$ cat src/rtl/vcmp_pkg.sv
// Package: field positions and types for the comparator control word.
// Assumes the control fields occupy one contiguous range, bits 10 down to 2.
package vcmp_pkg;
    localparam int REG_W     = 16;
    localparam int EN_BIT    = 10;
    localparam int HYST_BIT  = 2;
    localparam int RISE_BIT  = 1;
    localparam int FALL_BIT  = 0;
    localparam int CTRL_W    = EN_BIT - HYST_BIT + 1;
    localparam int FLAG_W    = 2;
    localparam int RSV_W     = REG_W - CTRL_W - FLAG_W;

    typedef enum logic [1:0] {
        ROUTE_RSV0 = 2'b00,
        ROUTE_RSV1 = 2'b01,
        ROUTE_PIN  = 2'b10,
        ROUTE_IRQ  = 2'b11
    } route_e;

    typedef enum logic [1:0] {
        NSEL_HALF = 2'b00,
        NSEL_ADC  = 2'b01,
        NSEL_DAC  = 2'b10,
        NSEL_RSV  = 2'b11
    } nsel_e;

    // Member order matches bit order 10..2 of the control word.
    typedef struct packed {
        logic        en;
        nsel_e       nsel;
        route_e      route;
        logic        pol;
        logic [1:0]  resp;
        logic        hyst;
    } ctrl_t;
endpackage

$ cat src/rtl/vcmp_sync.sv
// Module: multi-stage synchroniser for an asynchronous level.
// Assumes STAGES >= 2 and that the input is a slowly varying level.
module vcmp_sync #(
    parameter int STAGES = 2
) (
    input  logic clk,
    input  logic rst_n,
    input  logic async_i,
    output logic sync_o
);
    logic [STAGES-1:0] sh_q;

    // Shift the asynchronous level through the stage chain.
    always_ff @(posedge clk) begin
        if (!rst_n) sh_q <= '0;
        else        sh_q <= {sh_q[STAGES-2:0], async_i};
    end

    assign sync_o = sh_q[STAGES-1];

    assert_sync_stage_R5: assert property (@(posedge clk) disable iff (!rst_n)
        sh_q[STAGES-2] |=> sh_q[STAGES-1]);
    assert_sync_stage_low_R5: assert property (@(posedge clk) disable iff (!rst_n)
        !sh_q[STAGES-2] |=> !sh_q[STAGES-1]);
endmodule

$ cat src/rtl/vcmp_regs.sv
// Module: control word storage, read mux and write-1-clear strobes.
// Assumes one write per strobed cycle; reserved bits are never stored.
module vcmp_regs
    import vcmp_pkg::*;
(
    input  logic              clk,
    input  logic              rst_n,
    input  logic              wr_en,
    input  logic [REG_W-1:0]  wr_data,
    input  logic [FLAG_W-1:0] flags,
    output ctrl_t             ctrl,
    output logic [FLAG_W-1:0] clr,
    output logic [REG_W-1:0]  rd_data
);
    // Capture writable control fields on a write.
    always_ff @(posedge clk) begin
        if (!rst_n)     ctrl <= '0;
        else if (wr_en) ctrl <= ctrl_t'(wr_data[EN_BIT:HYST_BIT]);
    end

    // Form the per-flag clear strobes from the written ones.
    always_comb begin
        clr = '0;
        if (wr_en) clr = wr_data[FLAG_W-1:0];
    end

    // Assemble the read value with reserved bits as zero.
    always_comb rd_data = {{RSV_W{1'b0}}, ctrl, flags};

    assert_enable_write_R3: assert property (@(posedge clk) disable iff (!rst_n)
        wr_en |=> (ctrl.en == $past(wr_data[EN_BIT])));
    assert_ctrl_hold_R3: assert property (@(posedge clk) disable iff (!rst_n)
        !wr_en |=> $stable(ctrl));
    assert_hyst_write_R4: assert property (@(posedge clk) disable iff (!rst_n)
        wr_en |=> (ctrl.hyst == $past(wr_data[HYST_BIT])));
    assert_resv_ignored_R2: assert property (@(posedge clk) disable iff (!rst_n)
        (wr_en && (|wr_data[REG_W-1:EN_BIT+1])) |=> (rd_data[REG_W-1:EN_BIT+1] == '0));
endmodule

$ cat src/rtl/vcmp_edge.sv
// Module: edge detector with sticky rising/falling flags.
// Assumes `level` is already synchronous; flag[1] = rising, flag[0] = falling.
module vcmp_edge
    import vcmp_pkg::*;
(
    input  logic              clk,
    input  logic              rst_n,
    input  logic              en,
    input  logic              level,
    input  logic [FLAG_W-1:0] clr,
    output logic [FLAG_W-1:0] flags
);
    logic              prev_q;
    logic [FLAG_W-1:0] set_v;

    // Remember the previous synchronised level.
    always_ff @(posedge clk) begin
        if (!rst_n) prev_q <= 1'b0;
        else        prev_q <= level;
    end

    // Decode enabled edges into per-flag set requests.
    always_comb begin
        set_v[RISE_BIT] = en &  level & ~prev_q;
        set_v[FALL_BIT] = en & ~level &  prev_q;
    end

    for (genvar g = 0; g < FLAG_W; g++) begin : g_flag
        // Sticky flag: set dominates a write-1 clear.
        always_ff @(posedge clk) begin
            if (!rst_n) flags[g] <= 1'b0;
            else        flags[g] <= set_v[g] | (flags[g] & ~clr[g]);
        end

        assert_edge_sets_R8: assert property (@(posedge clk) disable iff (!rst_n)
            set_v[g] |=> flags[g]);
        assert_quiet_when_off_R9: assert property (@(posedge clk) disable iff (!rst_n)
            (!en && !flags[g]) |=> !flags[g]);
        assert_clear_works_R10: assert property (@(posedge clk) disable iff (!rst_n)
            (flags[g] && clr[g] && !set_v[g]) |=> !flags[g]);
        assert_set_beats_clear_R11: assert property (@(posedge clk) disable iff (!rst_n)
            (set_v[g] && clr[g]) |=> flags[g]);
    end
endmodule

$ cat src/rtl/vcmp_route.sv
// Module: polarity and output routing to pin or interrupt request.
// Assumes inputs are registered; outputs are combinational from them.
module vcmp_route
    import vcmp_pkg::*;
(
    input  logic              en,
    input  route_e            route,
    input  logic              pol,
    input  logic              level,
    input  logic [FLAG_W-1:0] flags,
    output logic              pin,
    output logic              irq
);
    // Drive the pin with the polarity-adjusted level in pin mode only.
    always_comb pin = en && (route == ROUTE_PIN) && (level ^ pol);

    // Raise the request when in interrupt mode and any flag is pending.
    always_comb irq = (route == ROUTE_IRQ) && (|flags);
endmodule

$ cat src/rtl/vcmp_ctrl.sv
// Module: top of the comparator control and edge-flag interface.
// Assumes cmp_raw is asynchronous; reset is synchronous, active low.
module vcmp_ctrl
    import vcmp_pkg::*;
#(
    parameter int SYNC_STAGES = 2
) (
    input  logic              clk,
    input  logic              rst_n,
    input  logic              reg_wr,
    input  logic [REG_W-1:0]  reg_wdata,
    output logic [REG_W-1:0]  reg_rdata,
    input  logic              cmp_raw,
    output logic              cmp_enable,
    output logic [1:0]        neg_sel,
    output logic [1:0]        resp_sel,
    output logic              hyst_on,
    output logic              cmp_pin,
    output logic              cmp_irq
);
    ctrl_t             ctrl;
    logic [FLAG_W-1:0] clr;
    logic [FLAG_W-1:0] flags;
    logic              level;

    vcmp_regs u_regs (
        .clk(clk), .rst_n(rst_n), .wr_en(reg_wr), .wr_data(reg_wdata),
        .flags(flags), .ctrl(ctrl), .clr(clr), .rd_data(reg_rdata)
    );

    vcmp_sync #(.STAGES(SYNC_STAGES)) u_sync (
        .clk(clk), .rst_n(rst_n), .async_i(cmp_raw), .sync_o(level)
    );

    vcmp_edge u_edge (
        .clk(clk), .rst_n(rst_n), .en(ctrl.en), .level(level),
        .clr(clr), .flags(flags)
    );

    vcmp_route u_route (
        .en(ctrl.en), .route(ctrl.route), .pol(ctrl.pol), .level(level),
        .flags(flags), .pin(cmp_pin), .irq(cmp_irq)
    );

    // Expose analog control selects straight from the control word.
    always_comb begin
        cmp_enable = ctrl.en;
        neg_sel    = ctrl.nsel;
        resp_sel   = ctrl.resp;
        hyst_on    = ctrl.hyst;
    end

    assert_irq_needs_flag_R12: assert property (@(posedge clk) disable iff (!rst_n)
        (flags == '0 && !(cmp_enable && level != u_edge.prev_q)) |=> !cmp_irq);
endmodule

$ cat config.mk
export PLATFORM = sky130hd
export DESIGN_NAME = vcmp_ctrl
export DESIGN_NICKNAME = d
export VERILOG_FILES = /design/src/rtl/vcmp_pkg.sv /design/src/rtl/vcmp_sync.sv /design/src/rtl/vcmp_regs.sv /design/src/rtl/vcmp_edge.sv /design/src/rtl/vcmp_route.sv /design/src/rtl/vcmp_ctrl.sv
export SDC_FILE = /design/constraint.sdc
export NUM_CORES = 1
export LEC_CHECK = 0
export BUFFER_PORTS_ARGS = -buffer_cell sky130_fd_sc_hd__buf_2
export CORE_AREA = 3 3 42 54
export DETAILED_ROUTE_END_ITERATION = 10
export DIE_AREA = 0 0 45 57
export PLACE_DENSITY = 0.73
export SYNTH_ARGS = -nofsm -noshare
export SYNTH_HDL_FRONTEND = slang
export SYNTH_SLANG_ARGS = --single-unit
$ cat constraint.sdc
create_clock -name clk -period 0.8 [get_ports clk]
set_input_delay 0.16 -clock clk [delete_from_list [all_inputs] [get_ports clk]]
set_output_delay 0.16 -clock clk [all_outputs]
set_load 0.03 [all_outputs]
== After elaboration in Yosys (flattened, before gate mapping) ==
Index checks and enable logic that the tools add are counted.

* Equal/unequal tests: 2
* Mux-type cells: 1
* Bitwise logic cells: 13
* Reductions and logical operators: 4

{| class="wikitable"
|+ Operators by type and width
! operator !! number
|-
| $and 1x1->1 || 6
|-
| $eq 2x2->1 const B || 2
|-
| $not 1->1 || 4
|-
| $logic_and 1x1->1 || 3
|-
| $mux 2 || 1
|-
| $or 1x1->1 || 2
|-
| $reduce_or 2->1 || 1
|-
| $xor 1x1->1 || 1
|}

* Output and inout bits: 24
* Bits of input ports: 20
* Word-level logic and storage cells: 30
* Flip-flop bits (word level): 14

== Longest topological paths before layout ==
Gate-level depths: netlist of the first run.

* Word-level depth: 4
* Mapped depth: 3
* Mapped depth without buffers: 2

== By module ==
From an unflattened synthesis of the first run, not the netlist that was laid out.

* Cells, all modules: 65
* Area, all modules: 669.4 µm²

{| class="wikitable"
|+ Modules (own cells, without submodules)
! module !! area an instance (µm²) !! cells an instance !! sequential area each (µm²) !! times used
|-
| vcmp_regs || 476.7 || 47 || 180.2 || 1
|-
| vcmp_edge || 107.6 || 10 || 60.1 || 1
|-
| vcmp_sync || 52.6 || 4 || 40.0 || 1
|-
| vcmp_route || 32.5 || 4 || 0.0 || 1
|}

== Least setup slack after synthesis of the first run ==
Ideal clock, no wire load.

* Path kind: register -> output
* From: register u_regs.ctrl[8] (netlist name)
* To: output cmp_pin
* Required time: 0.640 ns
* Setup slack: -0.643 ns
* Cell stages (with the launch flop): 3
* Path buffers: 0
* Arrival time: 1.283 ns
* Cell sequence: dfxtp_1 -> nand2_1 -> nor3_1

* Word-level cells in the longest chain between the ends: 2

{| class="wikitable"
|+ Ends and longest elaborated chain
! element !! RTL line !! RTL
|-
| $logic_and 1x1->1 (2 in series) || vcmp_route.sv:15 || <nowiki>always_comb pin = en && (route == ROUTE_PIN) && (level ^ pol);</nowiki>
|-
| end, declared || vcmp_ctrl.sv:18 || <nowiki>output logic cmp_pin,</nowiki>
|}

Every way passes these cells.

== Final worst setup path of the first run ==
* From: register u_regs.ctrl[3] (netlist name)
* To: output cmp_pin

* Word-level cells in the longest chain between the ends: 2

{| class="wikitable"
|+ Ends and longest elaborated chain
! element !! RTL line
|-
| $xor 1x1->1 || vcmp_route.sv:15
|-
| $logic_and 1x1->1 || vcmp_route.sv:15
|}

Every way passes these cells.

==> impl_table.tex, run 1 <==
\begin{tabular}{lr}
\hline
Metric & Value \\
\hline
\multicolumn{2}{l}{\textbf{Worst setup path}} \\
Launching point of the worst reg2reg path & u\_sync.sh\_q[1]\$\_SDFF\_PN0\_ \\
Cells traversed along the worst timing path & xnor2\_2 -> nor3\_4 -> buf\_6 \\
Endpoint kind of the worst setup timing path & output pin \\
Crit path arrival time & 1.05 ns \\
Worst Setup Start Kind & register \\
Startpoint-to-endpoint class of the critical path & reg -> out \\
Required time of the critical path & 0.64 ns \\
Crit path buf inv count & 1 \\
Critical Path Start & u\_regs.ctrl[3]\$\_SDFFE\_PN0P\_ \\
CP peak stage delay & 0.34 ns \\
CP max-delay cell & dfxtp\_2 \\
Maximum fanout count along the critical path & 2 \\
Crit-path leading delay family & flip-flops \\
\multicolumn{2}{l}{\textbf{Power and ir drop}} \\
Net switching power & 0.467 mW \\
Net switching share of the total power & 29.7\% \\
Power per unit of standard cell area & 1490 nW/um\^{}2 \\
Combinational cell fraction of total power & 25.6\% \\
Portion of total power attributed to sequential cells & 48.7\% \\
Standby leakage power & 0.527 nW \\
Relative contribution of the clock network to total power & 25.7\% \\
Total chip power & 1.57 mW \\
Maximum resistive drop on vdd & 0.000711 V \\
Internal cell power & 1.11 mW \\
\multicolumn{2}{l}{\textbf{STA}} \\
Sum of negative setup slack & -4.02 ns \\
Hold Fails Final Rpt & 0 \\
Final period utilization & 151\% \\
Fmax & 827 MHz \\
Skew final & 0.00440 ns \\
Post-route worst setup slack & -0.409 ns \\
Unrepaired setup endpoints after global routing & yes \\
Number of pins with negative max-slew slack in the final report & 0 \\
Worst hold slack across all endpoints & 0.0810 ns \\
Count of endpoints failing setup in the final report & 22 \\
Final critical-path required period & 1.21 ns \\
\multicolumn{2}{l}{\textbf{Synth}} \\
Most instantiated cells after synthesis & dfxtp\_1, buf\_4, mux2i\_1, nor2b\_1 \\
Synth Register Bits & 14 \\
Post-synth ARST share & 0\% \\
Distinct cell type count of the synthesized netlist & 14 \\
EDFF count, synth & 0 \\
Area fraction of the dominant cell type after synthesis & 44.6\% \\
Count of warnings emitted by yosys & 0 \\
Main area contributors after synthesis & dfxtp\_1, mux2i\_1, buf\_4 \\
Number of standard cells after synthesis & 60 \\
Combined area of all synthesized cells & 628 sq um \\
Count leader, synth & dfxtp\_1 \\
Cell taking the most area after synthesis & dfxtp\_1 \\
Primary FF master, synth & dfxtp\_1 \\
Fraction of the yosys area taken by sequential cells & 44.6\% \\
Average size of a mapped cell & 10.5 sq um \\
\multicolumn{2}{l}{\textbf{Global route}} \\
Initial antenna violation count & 0 \\
Vias in the first global route & 555 \\
Largest net degree at the start of global routing & 12 \\
GR Overflow Total & 0 \\
Global-route wire length before repair & 2330 um \\
Total routing resource utilization after global routing & 12.7\% \\
\multicolumn{2}{l}{\textbf{Clocking}} \\
Clock input transition at the sequential cells of the worst setup and hold paths & 0.08 ns \\
Buffer depth of the longest clock path & 2 \\
TritonCTS clock tree & yes \\
Root buffer cell & clkbuf\_4 \\
Clock tree sinks & 14 \\
Number of hold buffers added after CTS & 0 \\
Htree depth & 1 \\
Later-pin clock latency in the skew report & 0.28 ns \\
Cts bufs inserted & 3 \\
\multicolumn{2}{l}{\textbf{Route}} \\
Met3 wire len & 115 um \\
First-pass iteration count of the detailed router & 3 \\
Routed metal-1 wire length & 494 um \\
Antenna Violating Nets Remaining & 0 \\
Number of remaining DRC errors & 0 \\
Average routed wire per standard cell & 12.4 um \\
Vias/cell & 4.63 \\
Starting DRT DRC Count & 1 \\
Overall via count from detail\_route & 551 \\
Wire length after detailed routing & 1480 um \\
Routed wl met2 & 808 um \\
Top layer reached by signal wires & met4 \\
\multicolumn{2}{l}{\textbf{Placed design}} \\
Buffers on Ports & 33 \\
Placer congestion estimate & 0.669 \\
Post-Place Setup Slack & -0.150 ns \\
Post-detail-place hpwl & 939 um \\
\multicolumn{2}{l}{\textbf{Floorplanning}} \\
Floorplan Core Area & 1790 sq um \\
Initial cell density of the core & 35.2\% \\
Number of rows created at floorplan & 17 \\
Die W & 45 um \\
Top-Level Pins & 44 \\
Full die area & 2570 sq um \\
Vertical die dimension & 57 um \\
\multicolumn{2}{l}{\textbf{Min path}} \\
Hold path startpoint & cmp\_raw \\
Path class of the lowest-slack min-delay path & in -> reg \\
\multicolumn{2}{l}{\textbf{Final layout}} \\
Share of cells above drive strength 1 & 65.0\% \\
Nets & 121 \\
\# diodes & 0 \\
Layout overhead on the synthesized area & 68.3\% \\
\multicolumn{2}{l}{\textbf{Job}} \\
Max\_cap viols & 0 \\
\multicolumn{2}{l}{\textbf{Run status}} \\
Status & complete, but fails checks \\
Failing checks & negative setup slack \\
\hline
\end{tabular}
[timing repair]
item | in CTS | in global routing
pin swaps | 2 | 0
gates resized for setup | 44 | 5
endpoints found under the hold margin | 0 | 0
cloned | 0 | 0
setup buffers | 5 | 3
endpoints found under the setup margin | 21 | 24
[worst register-to-register path, cell delays in order (launching register included)]
cell     delay [ns]
dfxtp_2        0.36
buf_6          0.10
and4b_1        0.18
a31o_1         0.19
[through the flow]
step	cells	utilization (%)	area [sq um]
floorplan	64	-	687
global placement	108	46.3	827
detailed placement	108	46.3	827
CTS	117	57.8	1030
global route	119	59.2	1060
finish	119	59.2	1060
[sequential cells by signal, indices dropped and copies added, names as in the netlist]
register,flops
u_regs.ctrl,9
u_edge.prev_q,1
u_sync.sh_q,2
u_edge.flags,2
[logic make-up after synthesis]
group           count (synthesis)  share of synthesized area, %
simple gates                   18                          17.7
flops                          14                          44.6
buf+inv                        14                          16.9
mux                             9                          14.3
compound gates                  3                          4.38
xor+xnor                        1                          1.39
other cells                     1                         0.597
[path summary, 6_finish.rpt]
check                          endpoint  slack, ns  cells after the start
max                             cmp_pin      -0.41                      3
min           u_sync.sh_q[0]$_SDFF_PN0_       0.08                      2
max reg2reg  u_edge.flags[0]$_SDFF_PN0_      -0.14                      3
min reg2reg   u_sync.sh_q[1]$_SDFF_PN0_       0.44                      1
[layer usage]
layer / GRT usage, % / up-vias
li1: - / 263
met1: 12.6 / 251
met2: 21.9 / 31
met3: 2.21 / 6
met4: 10.0 / 0
met5: 0 / -
[area by class of cell]
class	count	area, sq um
timing repair buffer	46	417
sequential	14	305
multi-input combinational	36	285
fill	159	729
tap	19	23.8
clock buffer	3	22.5
clock inverter	1	3.75
[power groups by stage]
| stage | logic [mW] | registers, mW | clock network (mW) |
|---|---|---|---|
| after floorplan | 0.200 | 0.820 | 0 |
| after global placement | 0.318 | 0.769 | 0 |
| after detailed placement | 0.322 | 0.770 | 0 |
| after CTS | 0.397 | 0.764 | 0.423 |
| after global routing | 0.431 | 0.770 | 0.452 |
| final | 0.403 | 0.766 | 0.404 |
[layout by cell type (no fill, tap or decap), drive strengths merged]
master  Yosys  layout
buf        13      46
dfxtp      14      14
mux2i       9       9
nor2b       9       9
conb        1       5
and2        3       3
clkbuf      1       3
nand2       3       3
and4b       2       2
a31o        2       2
xnor2       1       1
nor3        1       1
o211a       1       1
clkinv      0       1
Note: power is estimated with default switching activity, not from simulation.
==> inputs of run 2 (changes only) <==
Settings changed: REMOVE_ABC_BUFFERS from default to 1.
==> impl_table.tex, run 2 (same netlist as run 1, synthesis figures left out) <==
\begin{tabular}{lr}
\hline
Metric & Value \\
\hline
\multicolumn{2}{l}{\textbf{STA}} \\
Worst hold slack across all endpoints & 0.0829 ns (+0.00192 ns) \\
Fmax & 840 MHz (+1.6\%) \\
Post-route worst setup slack & -0.390 ns (+0.0186 ns) \\
Skew final & 0.00427 ns (-0.000122 ns) \\
Count of endpoints failing setup in the final report & 22 (unchanged) \\
Number of pins with negative max-slew slack in the final report & 0 (unchanged) \\
Final period utilization & 149\% (-2.3 points) \\
Final critical-path required period & 1.19 ns (-0.0186 ns) \\
Hold Fails Final Rpt & 0 (unchanged) \\
Unrepaired setup endpoints after global routing & yes \\
\multicolumn{2}{l}{\textbf{Worst setup path}} \\
Worst Setup Start Kind & register \\
Endpoint kind of the worst setup timing path & output pin \\
Crit path arrival time & 1.03 ns (-0.02 ns) \\
Worst reg2reg path depth & 3 (unchanged) \\
Maximum fanout count along the critical path & 2 (unchanged) \\
Startpoint-to-endpoint class of the critical path & reg -> out \\
Required time of the critical path & 0.64 ns (about the same) \\
\multicolumn{2}{l}{\textbf{Route}} \\
First-pass iteration count of the detailed router & 1 (-2) \\
Average routed wire per standard cell & 12.3 um (-1.1\%) \\
Antenna Violating Nets Remaining & 0 (unchanged) \\
Starting DRT DRC Count & 0 (-1) \\
Overall via count from detail\_route & 535 (-2.9\%) \\
Vias/cell & 4.53 (-2.1\%) \\
Number of remaining DRC errors & 0 (unchanged) \\
Wire length after detailed routing & 1450 um (-2.0\%) \\
\multicolumn{2}{l}{\textbf{Placed design}} \\
Buffers on Ports & 33 (unchanged) \\
Placer congestion estimate & 0.750 (+12\%) \\
Post-detail-place hpwl & 960 um (+2.3\%) \\
Placed Cells & 109 (+0.93\%) \\
\multicolumn{2}{l}{\textbf{Final layout}} \\
Final Core Density & 57.6\% (-1.5 points) \\
Largest registers & u\_regs.ctrl (9), u\_edge.flags (2), u\_sync.sh\_q (2) \\
Number of flip-flops in the largest register & 9 (unchanged) \\
Area taken by flip-flops and latches & 295 sq um (-3.3\%) \\
Register with the highest flop count & u\_regs.ctrl \\
Fill cell instance count of the final layout & 158 (-0.63\%) \\
Area of the multi-input gates & 273 sq um (-4.4\%) \\
\# diodes & 0 (unchanged) \\
Most frequent cells in the layout & buf\_6, buf\_2, dfxtp\_2 \\
Nets & 120 (-0.83\%) \\
Most common library cell in the layout ignoring fill and taps & buf\_6 \\
Share of cells above drive strength 1 & 64.6\% (-0.35 points) \\
Layout overhead on the synthesized area & 63.9\% \\
Number of standard cells in the final layout excluding fillers & 118 (-0.84\%) \\
\multicolumn{2}{l}{\textbf{Job}} \\
Max\_cap viols & 0 (unchanged) \\
\multicolumn{2}{l}{\textbf{Run status}} \\
Failing checks & negative setup slack \\
Status & complete, but fails checks \\
\multicolumn{2}{l}{\textbf{Global route}} \\
GR Overflow Total & 0 (unchanged) \\
Total routing resource utilization after global routing & 12.8\% (+0.12 points) \\
Initial antenna violation count & 0 (unchanged) \\
Global-route wire length before repair & 2460 um (+5.3\%) \\
Vias in the first global route & 576 (+3.8\%) \\
Largest net degree at the start of global routing & 12 (unchanged) \\
\multicolumn{2}{l}{\textbf{Power and ir drop}} \\
Standby leakage power & 0.519 nW (-1.6\%) \\
Power per unit of standard cell area & 1630 nW/um\^{}2 (+9.7\%) \\
Maximum resistive drop on vdd & 0.000878 V (+24\%) \\
\multicolumn{2}{l}{\textbf{Floorplanning}} \\
Full die area & 2570 sq um (unchanged) \\
Vertical die dimension & 57 um (unchanged) \\
Number of rows created at floorplan & 17 (unchanged) \\
Top-Level Pins & 44 (unchanged) \\
Initial cell density of the core & 35.2\% (unchanged) \\
Floorplan Core Area & 1790 sq um (unchanged) \\
Die W & 45 um (unchanged) \\
\multicolumn{2}{l}{\textbf{Clocking}} \\
Clock input transition at the sequential cells of the worst setup and hold paths & 0.09 ns (about the same) \\
Later-pin clock latency in the skew report & 0.27 ns (about the same) \\
Cts bufs inserted & 3 (unchanged) \\
Buffer depth of the longest clock path & 2 (unchanged) \\
Htree depth & 1 (unchanged) \\
Root buffer cell & clkbuf\_4 \\
Clock tree sinks & 14 (unchanged) \\
TritonCTS clock tree & yes \\
\multicolumn{2}{l}{\textbf{Min path}} \\
Min-Delay Path Depth & 2 (unchanged) \\
Path class of the lowest-slack min-delay path & in -> reg \\
\hline
\end{tabular}
## run 2: path summary, 6_finish.rpt
path / from / end / slack [ns]
worst max-delay path: u_regs.ctrl[3]$_SDFFE_PN0P_ / cmp_pin / -0.39
worst min-delay path: cmp_raw / u_sync.sh_q[0]$_SDFF_PN0_ / 0.08
worst max register to register: u_regs.ctrl[8]$_SDFFE_PN0P_ / u_edge.flags[1]$_SDFF_PN0_ / -0.16
worst min register to register: u_sync.sh_q[0]$_SDFF_PN0_ / u_sync.sh_q[1]$_SDFF_PN0_ / 0.44
## run 2: area by class of cell
cell class,count,area share (%)
Timing Repair Buffer,45,39.0
Sequential cell,14,28.7
Multi-Input combinational cell,36,26.5
Clock buffer,4,3.52
Tap cell,19,2.31
## run 2: repair_timing
item	CTS	global route
gates resized for setup	52	5
buffers inserted	3	2
hold buffers	0	0
pin swaps	2	2
endpoints found under the setup margin	21	24
## run 2: where the power goes
part,internal [mW],leakage (nW),switching [mW]
logic,0.200,0.378,0.206
clock network,0.276,0.0210,0.228
registers,0.737,0.120,0.0336
## run 2: metrics by stage
step / total power, mW / setup slack (ns) / area [sq um] / setup TNS, ns
after global placement: 1.08 / -0.149 / 791 / -0.439
after CTS: 1.69 / -0.409 / 992 / -4.01
after global routing: 1.77 / -0.450 / 1030 / -4.80
after detailed placement: 1.09 / -0.163 / 791 / -0.562
after floorplan: 0.950 / -0.839 / 537 / -3.21
final: 1.68 / -0.390 / 1030 / -3.83
## run 2: worst max-delay path, cell delays in order, from the launching register on
cell and delay (ns):
dfxtp_2 0.35, xnor2_2 0.13, nor3_2 0.10, buf_4 0.18
## run 2: routing by layer
| layer | share of wire (%) | vias to the layer above | GRT usage, % |
|---|---|---|---|
| li1 | - | 261 | - |
| met1 | 34 | 240 | 13.4 |
| met2 | 55 | 30 | 22.5 |
| met3 | 8.1 | 4 | 2.52 |
| met4 | 2.3 | 0 | 7.53 |
| met5 | 0 | - | 0 |
==> inputs of run 3 (changes only) <==
Settings changed: BUFFER_PORTS_ARGS -buffer_cell sky130_fd_sc_hd__buf_2 to -buffer_cell sky130_fd_sc_hd__buf_4.
==> impl_table.tex, run 3 (same netlist as run 1, synthesis figures left out) <==
\begin{tabular}{lr}
\hline
Metric & Value \\
\hline
\multicolumn{2}{l}{\textbf{Run status}} \\
Status & complete, but fails checks \\
Failing checks & negative setup slack \\
\multicolumn{2}{l}{\textbf{Power and ir drop}} \\
Standby leakage power & 0.522 nW (+0.72\%) \\
Total chip power & 1.56 mW (-7.4\%) \\
Relative contribution of the clock network to total power & 24.3\% (-5.7 points) \\
Maximum resistive drop on vdd & 0.00118 V (+34\%) \\
Portion of total power attributed to sequential cells & 49.1\% (+3.2 points) \\
Net switching share of the total power & 28.2\% (+0.38 points) \\
Power per unit of standard cell area & 1500 nW/um\^{}2 (-8.4\%) \\
Internal cell power & 1.12 mW (-7.9\%) \\
Net switching power & 0.439 mW (-6.1\%) \\
Combinational cell fraction of total power & 26.6\% (+2.5 points) \\
\multicolumn{2}{l}{\textbf{Clocking}} \\
Root buffer cell & clkbuf\_4 \\
Clock tree sinks & 14 (unchanged) \\
Htree depth & 1 (unchanged) \\
Number of hold buffers added after CTS & 0 (unchanged) \\
Clock input transition at the sequential cells of the worst setup and hold paths & 0.08 ns (about the same) \\
Buffer depth of the longest clock path & 2 (unchanged) \\
TritonCTS clock tree & yes \\
Cts bufs inserted & 3 (unchanged) \\
Later-pin clock latency in the skew report & 0.26 ns (about the same) \\
\multicolumn{2}{l}{\textbf{Final layout}} \\
\# diodes & 0 (unchanged) \\
Share of cells above drive strength 1 & 62.2\% (-2.4 points) \\
Most common library cell in the layout ignoring fill and taps & buf\_6 \\
Number of flip-flops in the largest register & 9 (unchanged) \\
Register with the highest flop count & u\_regs.ctrl \\
Fill cell instance count of the final layout & 165 (+4.4\%) \\
Layout overhead on the synthesized area & 65.7\% \\
Nets & 120 (unchanged) \\
Most frequent cells in the layout & buf\_6, buf\_4, dfxtp\_2 \\
Final Core Density & 58.3\% (+0.63 points) \\
Largest registers & u\_regs.ctrl (9), u\_edge.flags (2), u\_sync.sh\_q (2) \\
\multicolumn{2}{l}{\textbf{Floorplanning}} \\
Die W & 45 um (unchanged) \\
Vertical die dimension & 57 um (unchanged) \\
Top-Level Pins & 44 (unchanged) \\
Initial cell density of the core & 35.2\% (unchanged) \\
Number of rows created at floorplan & 17 (unchanged) \\
Floorplan Core Area & 1790 sq um (unchanged) \\
Full die area & 2570 sq um (unchanged) \\
\multicolumn{2}{l}{\textbf{Global route}} \\
GR Overflow Total & 0 (unchanged) \\
Largest net degree at the start of global routing & 12 (unchanged) \\
Initial antenna violation count & 0 (unchanged) \\
Global-route wire length before repair & 2240 um (-9.0\%) \\
Vias in the first global route & 527 (-8.5\%) \\
Total routing resource utilization after global routing & 11.2\% (-1.6 points) \\
\multicolumn{2}{l}{\textbf{Placed design}} \\
Post-detail-place hpwl & 971 um (+1.1\%) \\
Buffers on Ports & 33 (unchanged) \\
Placer congestion estimate & 0.727 (-3.1\%) \\
\multicolumn{2}{l}{\textbf{Min path}} \\
Path class of the lowest-slack min-delay path & in -> reg \\
\multicolumn{2}{l}{\textbf{STA}} \\
Fmax & 831 MHz (-1.2\%) \\
Unrepaired setup endpoints after global routing & yes \\
Post-route worst setup slack & -0.404 ns (-0.0139 ns) \\
Count of endpoints failing setup in the final report & 23 (+4.5\%) \\
Final period utilization & 151\% (+1.7 points) \\
Skew final & 0.00134 ns (-0.00293 ns) \\
Hold Fails Final Rpt & 0 (unchanged) \\
Final critical-path required period & 1.20 ns (+0.0139 ns) \\
Number of pins with negative max-slew slack in the final report & 0 (unchanged) \\
\multicolumn{2}{l}{\textbf{Worst setup path}} \\
Register-to-register setup slack & -0.20 ns (-0.04 ns) \\
Required time of the critical path & 0.64 ns (about the same) \\
Startpoint-to-endpoint class of the critical path & reg -> out \\
Worst Setup Start Kind & register \\
Cells traversed along the worst timing path & xnor2\_1 -> nor3\_2 -> buf\_4 \\
Maximum fanout count along the critical path & 2 (unchanged) \\
Crit path arrival time & 1.04 ns (about the same) \\
Endpoint kind of the worst setup timing path & output pin \\
CP max-delay cell & dfxtp\_2 \\
CP peak stage delay & 0.34 ns (about the same) \\
\multicolumn{2}{l}{\textbf{Route}} \\
Vias/cell & 4.46 (-1.6\%) \\
Average routed wire per standard cell & 11.7 um (-4.4\%) \\
Wire length after detailed routing & 1370 um (-5.2\%) \\
Number of remaining DRC errors & 0 (unchanged) \\
Antenna Violating Nets Remaining & 0 (unchanged) \\
Overall via count from detail\_route & 522 (-2.4\%) \\
Starting DRT DRC Count & 6 (+6) \\
First-pass iteration count of the detailed router & 4 (+3) \\
\multicolumn{2}{l}{\textbf{Job}} \\
Max\_cap viols & 0 (unchanged) \\
\hline
\end{tabular}
[run 3: through the flow]
stage | hold WS (ns) | cells | area (sq um) | setup TNS (ns) | setup slack (ns)
floorplan | 0.282 | 50 | 537 | -3.21 | -0.839
global placement | 0.372 | 110 | 868 | -0.367 | -0.145
detailed placement | 0.376 | 110 | 868 | -0.387 | -0.137
CTS | 0.0920 | 117 | 1030 | -4.29 | -0.401
global route | 0.0954 | 117 | 1040 | -5.04 | -0.475
finish | 0.0997 | 117 | 1040 | -4.11 | -0.404
[run 3: layout make-up]
class	instances	area, sq um	share of cell area (%)
clock buffer	3	22.5	2.16
timing repair buffer	45	435	41.8
sequential	14	298	28.6
multi-input combinational	36	262	25.1
tap	19	23.8	2.28
[run 3: critical path, delay by kind of cell, from the launching register on]
family	cells	cell delay, ns
flops	1	0.34
simple gates	1	0.12
buf+inv	1	0.18
xor+xnor	1	0.14
[run 3: layer usage]
metal  GRT usage (%)  up-vias  routed length, um
met3            2.84        0                135
met5               0        -                  0
met1            13.1      237                499
li1                -      259                  -
met4            1.26        0                  0
met2            20.2       26                737
[run 3: path summary, 6_finish.rpt]
kind / start / to / cells past startpoint
worst min register to register: u_sync.sh_q[0]$_SDFF_PN0_ / u_sync.sh_q[1]$_SDFF_PN0_ / 1
worst max register to register: u_regs.ctrl[8]$_SDFFE_PN0P_ / u_edge.flags[1]$_SDFF_PN0_ / 4
worst min-delay path: cmp_raw / u_sync.sh_q[0]$_SDFF_PN0_ / 2
worst max-delay path: u_regs.ctrl[3]$_SDFFE_PN0P_ / cmp_pin / 3
[run 3: power by group through the flow]
stage | clock network, mW | registers [mW] | logic (mW)
floorplan | 0 | 0.862 | 0.0881
global placement | 0 | 0.768 | 0.353
detailed placement | 0 | 0.770 | 0.356
CTS | 0.403 | 0.765 | 0.412
global route | 0.432 | 0.770 | 0.443
finish | 0.378 | 0.764 | 0.414
[run 3: timing repair]
item / in CTS / in global routing
pin swaps: 5 / 1
endpoints found under the setup margin: 21 / 25
buffers inserted: 4 / 1
resized for setup: 37 / 4
